**src/rtl/irq_route_pkg.sv**
```systemverilog
package irq_route_pkg;

    localparam int PRIO_W = 4;

    typedef logic [PRIO_W-1:0] prio_t;

    typedef enum logic [1:0] {
        RT_NONE,
        RT_SOLE,
        RT_DIRECT,
        RT_ROTATE
    } route_kind_e;

endpackage

```
**src/rtl/irq_rr_pick.sv**
```systemverilog
// Round-robin picker: first set request strictly after 'after', wrapping.
module irq_rr_pick #(
    parameter  int NUM_CPU = 4,
    localparam int CPU_W   = (NUM_CPU > 1) ? $clog2(NUM_CPU) : 1
) (
    input  logic [NUM_CPU-1:0] req,
    input  logic [CPU_W-1:0]   after,
    output logic               found,
    output logic [CPU_W-1:0]   pick
);

    localparam logic [CPU_W:0] NCPU_V = (CPU_W + 1)'(NUM_CPU);

    logic [CPU_W:0]   sum;
    logic [CPU_W-1:0] idx;

    always_comb begin
        found = 1'b0;
        pick  = '0;
        sum   = '0;
        idx   = '0;
        for (int k = 1; k <= NUM_CPU; k++) begin
            sum = {1'b0, after} + (CPU_W + 1)'(k);
            if (sum >= NCPU_V) begin
                sum = sum - NCPU_V;
            end
            idx = sum[CPU_W-1:0];
            if (!found && req[idx]) begin
                found = 1'b1;
                pick  = idx;
            end
        end
    end

endmodule

```
**src/rtl/irq_route_decide.sv**
```systemverilog
// Eligibility gating in fixed order, then target selection.
module irq_route_decide
    import irq_route_pkg::*;
#(
    parameter  int NUM_CPU = 4,
    localparam int CPU_W   = (NUM_CPU > 1) ? $clog2(NUM_CPU) : 1
) (
    input  logic               pend,
    input  logic               mask,
    input  prio_t              prio,
    input  logic               act,
    input  logic               mode,
    input  logic [NUM_CPU-1:0] dest,
    input  logic [CPU_W-1:0]   last,
    output logic [NUM_CPU-1:0] hit,
    output logic               upd,
    output logic [CPU_W-1:0]   new_last
);

    route_kind_e        kind;
    logic               eligible;
    logic [NUM_CPU-1:0] sole_bit;
    logic               rr_found;
    logic [CPU_W-1:0]   rr_pick;

    irq_rr_pick #(.NUM_CPU(NUM_CPU)) u_pick (
        .req   (dest),
        .after (last),
        .found (rr_found),
        .pick  (rr_pick)
    );

    always_comb begin
        sole_bit = NUM_CPU'(1) << last;
        eligible = pend && !mask && (prio != '0) && !act && (dest != '0);

        kind = RT_NONE;
        if (eligible) begin
            if (dest == sole_bit) begin
                kind = RT_SOLE;
            end else if (!mode) begin
                kind = RT_DIRECT;
            end else begin
                kind = RT_ROTATE;
            end
        end

        hit      = '0;
        upd      = 1'b0;
        new_last = rr_pick;
        case (kind)
            RT_SOLE:   hit = sole_bit;
            RT_DIRECT: hit = dest;
            RT_ROTATE: begin
                if (rr_found) begin
                    hit = NUM_CPU'(1) << rr_pick;
                    upd = 1'b1;
                end
            end
            default:   hit = '0;
        endcase
    end

endmodule

```
**src/rtl/irq_src_state.sv**
```systemverilog
// Per-source configuration and state table.
module irq_src_state
    import irq_route_pkg::*;
#(
    parameter  int NUM_SRC = 8,
    parameter  int NUM_CPU = 4,
    localparam int SRC_W   = (NUM_SRC > 1) ? $clog2(NUM_SRC) : 1,
    localparam int CPU_W   = (NUM_CPU > 1) ? $clog2(NUM_CPU) : 1
) (
    input  logic                            clk,
    input  logic                            rst_n,
    input  logic                            cfg_we,
    input  logic [SRC_W-1:0]                cfg_sel,
    input  logic                            cfg_mask,
    input  prio_t                           cfg_prio,
    input  logic                            cfg_mode,
    input  logic [NUM_CPU-1:0]              cfg_dest,
    input  logic                            pend_we,
    input  logic [SRC_W-1:0]                pend_sel,
    input  logic                            pend_val,
    input  logic                            acc_valid,
    input  logic [SRC_W-1:0]                acc_sel,
    input  logic [NUM_SRC-1:0]              eoi_clr,
    input  logic                            last_we,
    input  logic [SRC_W-1:0]                last_sel,
    input  logic [CPU_W-1:0]                last_val,
    output logic [NUM_SRC-1:0]              pend_o,
    output logic [NUM_SRC-1:0]              mask_o,
    output logic [NUM_SRC-1:0][PRIO_W-1:0]  prio_o,
    output logic [NUM_SRC-1:0]              mode_o,
    output logic [NUM_SRC-1:0]              act_o,
    output logic [NUM_SRC-1:0][NUM_CPU-1:0] dest_o,
    output logic [NUM_SRC-1:0][CPU_W-1:0]   last_o
);

    typedef struct packed {
        logic [NUM_SRC-1:0]              pend;
        logic [NUM_SRC-1:0]              mask;
        logic [NUM_SRC-1:0]              mode;
        logic [NUM_SRC-1:0]              act;
        logic [NUM_SRC-1:0][PRIO_W-1:0]  prio;
        logic [NUM_SRC-1:0][NUM_CPU-1:0] dest;
        logic [NUM_SRC-1:0][CPU_W-1:0]   last;
    } tbl_t;

    tbl_t tbl_d, tbl_q;

    always_comb begin
        tbl_d = tbl_q;
        if (cfg_we) begin
            tbl_d.mask[cfg_sel] = cfg_mask;
            tbl_d.prio[cfg_sel] = cfg_prio;
            tbl_d.mode[cfg_sel] = cfg_mode;
            tbl_d.dest[cfg_sel] = cfg_dest;
        end
        if (pend_we) begin
            tbl_d.pend[pend_sel] = pend_val;
        end
        tbl_d.act = tbl_d.act & ~eoi_clr;
        if (acc_valid) begin
            tbl_d.act[acc_sel] = 1'b1;
        end
        if (last_we) begin
            tbl_d.last[last_sel] = last_val;
        end
    end

    always_ff @(posedge clk) begin
        if (!rst_n) begin
            tbl_q      <= '0;
            tbl_q.mask <= '1;
        end else begin
            tbl_q <= tbl_d;
        end
    end

    assign pend_o = tbl_q.pend;
    assign mask_o = tbl_q.mask;
    assign prio_o = tbl_q.prio;
    assign mode_o = tbl_q.mode;
    assign act_o  = tbl_q.act;
    assign dest_o = tbl_q.dest;
    assign last_o = tbl_q.last;

endmodule

```
**src/rtl/irq_route_top.sv**
```systemverilog
module irq_route_top
    import irq_route_pkg::*;
#(
    parameter  int NUM_SRC = 8,
    parameter  int NUM_CPU = 4,
    localparam int SRC_W   = (NUM_SRC > 1) ? $clog2(NUM_SRC) : 1,
    localparam int CPU_W   = (NUM_CPU > 1) ? $clog2(NUM_CPU) : 1
) (
    input  logic               clk,
    input  logic               rst_n,
    input  logic               cfg_we,
    input  logic [SRC_W-1:0]   cfg_sel,
    input  logic               cfg_mask,
    input  logic [PRIO_W-1:0]  cfg_prio,
    input  logic               cfg_mode,
    input  logic [NUM_CPU-1:0] cfg_dest,
    input  logic               pend_we,
    input  logic [SRC_W-1:0]   pend_sel,
    input  logic               pend_val,
    input  logic               eval_req,
    input  logic [SRC_W-1:0]   eval_sel,
    input  logic               acc_valid,
    input  logic [SRC_W-1:0]   acc_sel,
    input  logic [NUM_SRC-1:0] eoi_clr,
    output logic [NUM_CPU-1:0] dlv_valid,
    output logic [SRC_W-1:0]   dlv_src
);

    typedef struct packed {
        logic [NUM_CPU-1:0] dlv;
        logic [SRC_W-1:0]   src;
    } out_t;

    logic [NUM_SRC-1:0]              st_pend, st_mask, st_mode, st_act;
    logic [NUM_SRC-1:0][PRIO_W-1:0]  st_prio;
    logic [NUM_SRC-1:0][NUM_CPU-1:0] st_dest;
    logic [NUM_SRC-1:0][CPU_W-1:0]   st_last;

    logic [NUM_CPU-1:0] hit;
    logic               upd;
    logic [CPU_W-1:0]   new_last;
    logic               last_we;

    out_t out_d, out_q;

    assign last_we = eval_req && upd;

    irq_src_state #(.NUM_SRC(NUM_SRC), .NUM_CPU(NUM_CPU)) u_state (
        .clk       (clk),
        .rst_n     (rst_n),
        .cfg_we    (cfg_we),
        .cfg_sel   (cfg_sel),
        .cfg_mask  (cfg_mask),
        .cfg_prio  (cfg_prio),
        .cfg_mode  (cfg_mode),
        .cfg_dest  (cfg_dest),
        .pend_we   (pend_we),
        .pend_sel  (pend_sel),
        .pend_val  (pend_val),
        .acc_valid (acc_valid),
        .acc_sel   (acc_sel),
        .eoi_clr   (eoi_clr),
        .last_we   (last_we),
        .last_sel  (eval_sel),
        .last_val  (new_last),
        .pend_o    (st_pend),
        .mask_o    (st_mask),
        .prio_o    (st_prio),
        .mode_o    (st_mode),
        .act_o     (st_act),
        .dest_o    (st_dest),
        .last_o    (st_last)
    );

    irq_route_decide #(.NUM_CPU(NUM_CPU)) u_decide (
        .pend     (st_pend[eval_sel]),
        .mask     (st_mask[eval_sel]),
        .prio     (st_prio[eval_sel]),
        .act      (st_act[eval_sel]),
        .mode     (st_mode[eval_sel]),
        .dest     (st_dest[eval_sel]),
        .last     (st_last[eval_sel]),
        .hit      (hit),
        .upd      (upd),
        .new_last (new_last)
    );

    always_comb begin
        out_d     = out_q;
        out_d.dlv = '0;
        if (eval_req) begin
            out_d.dlv = hit;
            out_d.src = eval_sel;
        end
    end

    always_ff @(posedge clk) begin
        if (!rst_n) begin
            out_q <= '0;
        end else begin
            out_q <= out_d;
        end
    end

    assign dlv_valid = out_q.dlv;
    assign dlv_src   = out_q.src;

endmodule

```
**config.mk**
```make
export PLATFORM = sky130hd
export DESIGN_NAME = irq_route_top
export DESIGN_NICKNAME = d
export VERILOG_FILES = /design/src/rtl/irq_route_pkg.sv /design/src/rtl/irq_rr_pick.sv /design/src/rtl/irq_route_decide.sv /design/src/rtl/irq_src_state.sv /design/src/rtl/irq_route_top.sv
export SDC_FILE = /design/constraint.sdc
export NUM_CORES = 1
export LEC_CHECK = 0
export BUFFER_PORTS_ARGS = -buffer_cell sky130_fd_sc_hd__buf_2
export CAP_MARGIN = 10
export CORE_ASPECT_RATIO = 0.75
export CORE_MARGIN = 1.5
export CORE_UTILIZATION = 45
export CTS_CLUSTER_DIAMETER = 100
export DETAILED_ROUTE_END_ITERATION = 10
export PLACE_DENSITY = 0.64
export REMOVE_ABC_BUFFERS = 1
export SKIP_CTS_REPAIR_TIMING = 1
export SYNTH_ARGS = -nofsm -noshare
export SYNTH_HDL_FRONTEND = slang
export SYNTH_HIERARCHICAL = 1
export SYNTH_SLANG_ARGS = --single-unit
```
**constraint.sdc**
```tcl
create_clock -name clk -period 6.7 [get_ports clk]
set_input_delay 0 -clock clk [delete_from_list [all_inputs] [get_ports clk]]
set_output_delay 0 -clock clk [all_outputs]
set_load 0.02 [all_outputs]
```
-- After elaboration in Yosys (flattened, before gate mapping)
Cells that the tools add are included.
- bits of input ports: 37
- output and inout port bits: 7
- logic and storage cells: 141
- register bits: 119
- bitwise operators: 3
- reductions and logical operators: 20
- equal/unequal tests: 4
- muxes and demuxes: 58
- shifts and indexed selects: 2
- magnitude comparators: 16
- add/sub/neg operators: 8
- operator list (cell ; count):
    $bwmux W32 ; 2
    $bmux W4 S3 ; 2
    $bwmux W8 ; 3
    $mux W2 ; 12
    $mux W1 ; 18
    $bwmux W16 ; 1
    $lt A3 B4 Y1 const B ; 4
    $mux W4 ; 4
    $bmux W1 S3 ; 4
    $demux W4 S3 ; 1
    $ge A3 B1 Y1 const B ; 4
    $ge A3 B3 Y1 const B ; 4
    $logic_and A1 B1 Y1 ; 12
    $lt A2 B3 Y1 const B ; 4
    $pmux W4 S3 ; 1
    $demux W1 S3 ; 3
    $and A8 B8 Y8 ; 1
    $bmux W1 S2 ; 4
    $mux W8 ; 1
    $not A8 Y8 ; 1
    $or A8 B8 Y8 ; 1
    $reduce_bool A4 Y1 ; 2
    $shl A1 B2 Y4 const A ; 2
    $sub A2 B1 Y2 const B ; 4
    10 further kinds ; 16

-- Longest topological paths before layout
- depth in word-level cells: 20
- mapped depth: 12
- gate-level depth less buffers: 10

-- Cells and area by module
Netlist, hierarchy kept.
- by module, submodules not included (module ; times used ; area each (sq um) ; cells each ; sequential area each (sq um)):
    irq_src_state ; 1 ; 4335.4 ; 405 ; 2242.2
    irq_route_top ; 1 ; 1158.6 ; 69 ; 140.1
    irq_route_decide ; 1 ; 257.7 ; 40 ; 0.0
    irq_rr_pick ; 1 ; 91.3 ; 14 ; 0.0

-- Worst setup path after synthesis
OpenSTA, ideal clock, no wires.
- kind: input port to flip-flop
- start: input port eval_sel[0]
- end: register u_state.tbl_q, in the netlist u_state/last_o[1]
- data arrival time: 2.576 ns
- data required time: 6.627 ns
- slack: 4.051 ns
- library setup time: 0.073 ns
- cell stages on the path: 10
- path through: buf_2 mux4_1 mux2_2 and3b_1 o211ai_1 nand3_1 nor3_1 and2_1 nor4b_2 mux2i_1
- longest elaborated chain between the ends: 20
- RTL lines (what ; line ; RTL):
    start: declaration ; irq_route_top.sv:21 ; input logic [SRC_W-1:0] eval_sel,
    $bmux W2 S3 ; irq_route_top.sv:82 ; .last (st_last[eval_sel]),
    $mux W2 (not written as such) ; irq_route_top.sv:82 ;
    $add A2 B1 Y3 ; irq_rr_pick.sv:23 ; sum = {1'b0, after} + (CPU_W + 1)'(k);
    $ge A3 B3 Y1 / $sub A2 B1 Y2 (equally long branches) ; irq_rr_pick.sv:24, irq_rr_pick.sv:25 ;
    $mux W2 ; irq_rr_pick.sv:24 ; if (sum >= NCPU_V) begin
    $bmux W1 S2 ; irq_rr_pick.sv:28 ; if (!found && req[idx]) begin
    $mux W1 (not written as such) ; irq_rr_pick.sv:28 ;
    $mux W1 ; irq_rr_pick.sv:28 ;
    [... 6 more ...] ; -- ;
    $logic_not A1 Y1 ; irq_rr_pick.sv:28 ;
    $logic_and A1 B1 Y1 ; irq_rr_pick.sv:28 ;
    $mux W1 ; irq_rr_pick.sv:28 ;
    $mux W1 ; irq_route_decide.sv:55 ; if (rr_found) begin
    $mux W1 (*) ; irq_route_decide.sv:51 ; case (kind)
    via upd ; irq_route_top.sv:40 ; logic upd;
    $logic_and A1 B1 Y1 (*) ; irq_route_top.sv:46 ; assign last_we = eval_req && upd;
    via last_we ; irq_route_top.sv:42 ; logic last_we;
    end signal: assignment ; irq_src_state.sv:73 ; tbl_q <= tbl_d;
    end: declaration ; irq_src_state.sv:46 ; tbl_t tbl_d, tbl_q;
The timed path passes the listed nets; every way through them passes the cells marked *. The select of a mux whose other input is x is not followed.
A chain may end at the register's enable or synchronous reset.

-- Worst setup path after layout
Ends and elaborated chain as after synthesis.

==> impl_results.rst <==
.. list-table::
   :header-rows: 1

   * - Metric
     - Value
   * - Critical path startpoint category
     - input pin
   * - Required time at the endpoint of the critical path
     - 7.03 ns
   * - Post-DP HPWL
     - ~7700 um
   * - Share of post-route cells with drive strength above 1
     - 19.5%
   * - Cell family with the largest share of critical-path delay
     - simple AND/OR/NAND/NOR gates
   * - # DRC
     - 0
   * - First-pass iteration count of the detailed router
     - 4
   * - Cell Pwr Density
     - around 250 nW/um^2
   * - Final global-route overflow total
     - 0
   * - Overall power
     - ~1700 uW
   * - Synthesis-to-finish area growth
     - 17.0%
   * - Post-layout minimum cycle time
     - between 3 and 4 ns
   * - Ys Warns
     - 6
   * - Arrival time of data at the critical path endpoint
     - ~3.6 ns
   * - Number of antenna repair diodes
     - 0
   * - Vias in the first global route
     - ~4,000
   * - Clock tree from TritonCTS
     - yes
   * - Die outline area
     - 13,700 um^2
   * - Status
     - complete, no violations
   * - Clk Latency, worst-skew pair
     - approximately 0.41 ns
   * - Delay contributed by the slowest stage of the critical path
     - approximately 0.60 ns
   * - Highest Clock Rate
     - slightly above 300 MHz
   * - Number of input and output port buffers inserted
     - 43
   * - Synth top area cells
     - dfxtp_1 41%, mux2i_1 19%, nand2_1 7.3%
   * - Routed wire length
     - between 10,000 and 15,000 um
   * - Number of sinks on the clock net
     - 119
   * - Die extent in x
     - 135 um
   * - Actual transition at the worst max-transition pin
     - between 1 and 1.5 ns
   * - Critical-path cell list
     - buf_2, buf_4, mux4_1, mux2_2, and3b_1, o211ai_1, nand3_1, nor3_1, and2_1, nor4b_2, mux2i_1
   * - Final Max Slew Viols
     - 0
   * - Nets
     - between 600 and 700
   * - Number of primary I/O pins
     - 44
   * - Hold crit path type
     - input pin to flip-flop
   * - Total negative slack
     - 0 ns
   * - Final Cycle Share
     - 48.1%
   * - Setup Skew
     - 0.00715 ns
   * - Pin count of the biggest net entering global routing
     - between 80 and 90
   * - Endpoints failing setup
     - 0
   * - CTS root buffer
     - clkbuf_16
   * - Global-route wire length before repair
     - about 20,000 um
   * - Clock buffer count from CTS
     - 17
   * - Number of storage elements in the synthesis netlist
     - ~120
   * - Synth Area per Inst
     - 11.1 um^2
   * - Unique cell type count in the Yosys netlist
     - 45
   * - Cell count after synthesis
     - 528
   * - Initial cell density of the core
     - 46.8%
   * - CP endpoint kind
     - flip-flop
   * - Worst hold slack
     - between 0.02 and 0.025 ns
   * - Final Instance Area
     - 6840 um^2
   * - Max-cap violations
     - 0
   * - Part of the Yosys area used for sequential elements
     - between 40% and 50%
   * - Post-route worst setup slack
     - around 3.5 ns
   * - Antenna violations before repair
     - 0
   * - Path type of the worst setup path
     - input pin to flip-flop
   * - Number of vias in the routed layout
     - about 4,200
   * - Cell taking the most area after synthesis
     - dfxtp_1
   * - Die extent in y
     - 102 um
   * - Worst slew margin relative to its limit
     - 27.3%
   * - Clock slew at reported path FFs
     - about 0.050 ns
   * - Number of nets with antenna violations after detailed routing
     - 0
   * - Worst vdd ir
     - approximately 0.19 mV
   * - First DRT Iteration DRCs
     - approximately 210
   * - Top FF cell, synth
     - dfxtp_1
   * - Number of fillers in the final layout
     - ~1,100
   * - Core region area
     - 12,500 um^2
   * - Share of the synthesized area in the top cell type
     - about two fifths
   * - Routability-driven placement congestion ratio
     - 0.835
   * - FP Rows
     - 35
   * - EDFF count, synth
     - 0
   * - Mapped cell area
     - 5840 um^2
   * - CTS H-tree lvls
     - 4
   * - RSZ-0062 raised after global routing
     - false
   * - Max Root-Sink Buffers
     - 2
   * - Count of endpoints failing hold in the final timing report
     - 0
   * - Largest fanout of any net on the critical path
     - 22
   * - Slowest stage cell, crit path
     - mux4_1
   * - Minimum setup slack after placement
     - slightly above 3 ns
   * - Post-synth ARST share
     - 0%
   * - Critical path buffer and inverter count
     - 2
   * - Post-DR vias/cell
     - roughly 5.5
   * - Leakage
     - ~0.0030 uW
   * - Average wire per standard cell
     - around 17 um
   * - Cell area reported after detailed placement
     - just over 6000 um^2
   * - Overall global routing resource usage
     - a little under a fifth
   * - Reg-to-reg slack, setup
     - about 3.7 ns
-- Yosys cell counts (5+ instances only) --
cell type,instances
dfxtp_1,119
and3_1,5
and4bb_2,6
nand4b_1,16
buf_2,14
o22ai_1,5
mux2_2,5
nor2b_1,16
nand2_1,113
mux4_2,14
nand2b_1,7
buf_6,6
nand4_1,6
mux2i_1,110
clkbuf_1,8
mux2_4,9
a21boi_0,5
mux4_1,14
-- metal layers --
metal	up-vias	track usage, %	wire [um]
met1	2064	25.5	6320
met2	87	31.0	5960
met4	0	6.95	152
met5	-	0	0
li1	2024	-	-
met3	14	4.35	442
-- final timing paths --
path	start	to	cells after the start
setup / recovery	eval_sel[0]	u_state/last_o[1]	11
hold / removal	cfg_dest[2]	u_state/dest_o[22]	3
setup reg to reg	u_state/last_o[1]	u_state/last_o[1]	9
hold reg to reg	u_state/dest_o[15]	u_state/dest_o[15]	2
-- kinds of logic after synthesis --
group / Yosys count / share of synthesized area (%)
DFF: 119 / 40.8
muxes: 152 / 33.8
and+or+nand+nor: 199 / 18.8
buffers and inverters: 38 / 4.07
AOI/OAI and AO/OA: 20 / 2.51
-- state kept, by name, summed over array words and instances, names as in the netlist --
register / count
dlv_src: 3
dlv_valid: 4
u_state/mode_o: 8
u_state/pend_o: 8
u_state/dest_o: 32
u_state/last_o: 16
u_state/mask_o: 8
u_state/act_o: 8
u_state/prio_o: 32
-- power by group --
group	total [uW]	switching, uW	internal, uW
combinational	128	71.8	56.7
sequential	729	6.57	722
clock	885	310	575
-- layout by cell type, fill, tap and decap left out, types with 4 or more instances in the layout --
master	instances
a21boi_0	5
and3_1	5
and4bb_2	6
buf_2	42
clkbuf_1	4
clkbuf_16	17
clkinv_2	4
dfxtp_1	119
dlygate4sd3_1	20
inv_1	4
mux2_2	5
mux2_4	9
mux2i_1	110
mux4_1	14
mux4_2	14
nand2_1	113
nand2b_1	7
nand3_1	4
nand4_1	6
nand4b_1	16
nor2_1	4
nor2b_1	16
o21a_1	4
o22ai_1	5
-- area by class of cell --
| cell class | instances | area, um^2 | area share [%] |
|---|---|---|---|
| multi-input cells | 371 | 3220 | 47.1 |
| clock buffers | 24 | 482 | 7.04 |
| clock inverters | 8 | 96.3 | 1.41 |
| inverters | 4 | 15.0 | 0.220 |
| well taps | 166 | 208 | 3.04 |
| flip-flops and latches | 119 | 2380 | 34.8 |
| repair buffers | 65 | 433 | 6.33 |
-- through the flow --
stage,std cells,utilization [%]
3_3_place_gp,705,48.6
5_1_grt,757,54.8
6_report,757,54.8
3_5_place_dp,705,48.6
2_1_floorplan,494,-
4_1_cts,737,53.2
-- worst min-delay path, stage by stage --
cell     delay (ns)
buf_2          0.07
nand2_1        0.15
mux2i_1        0.16
Power figures use the tool's default switching activity.
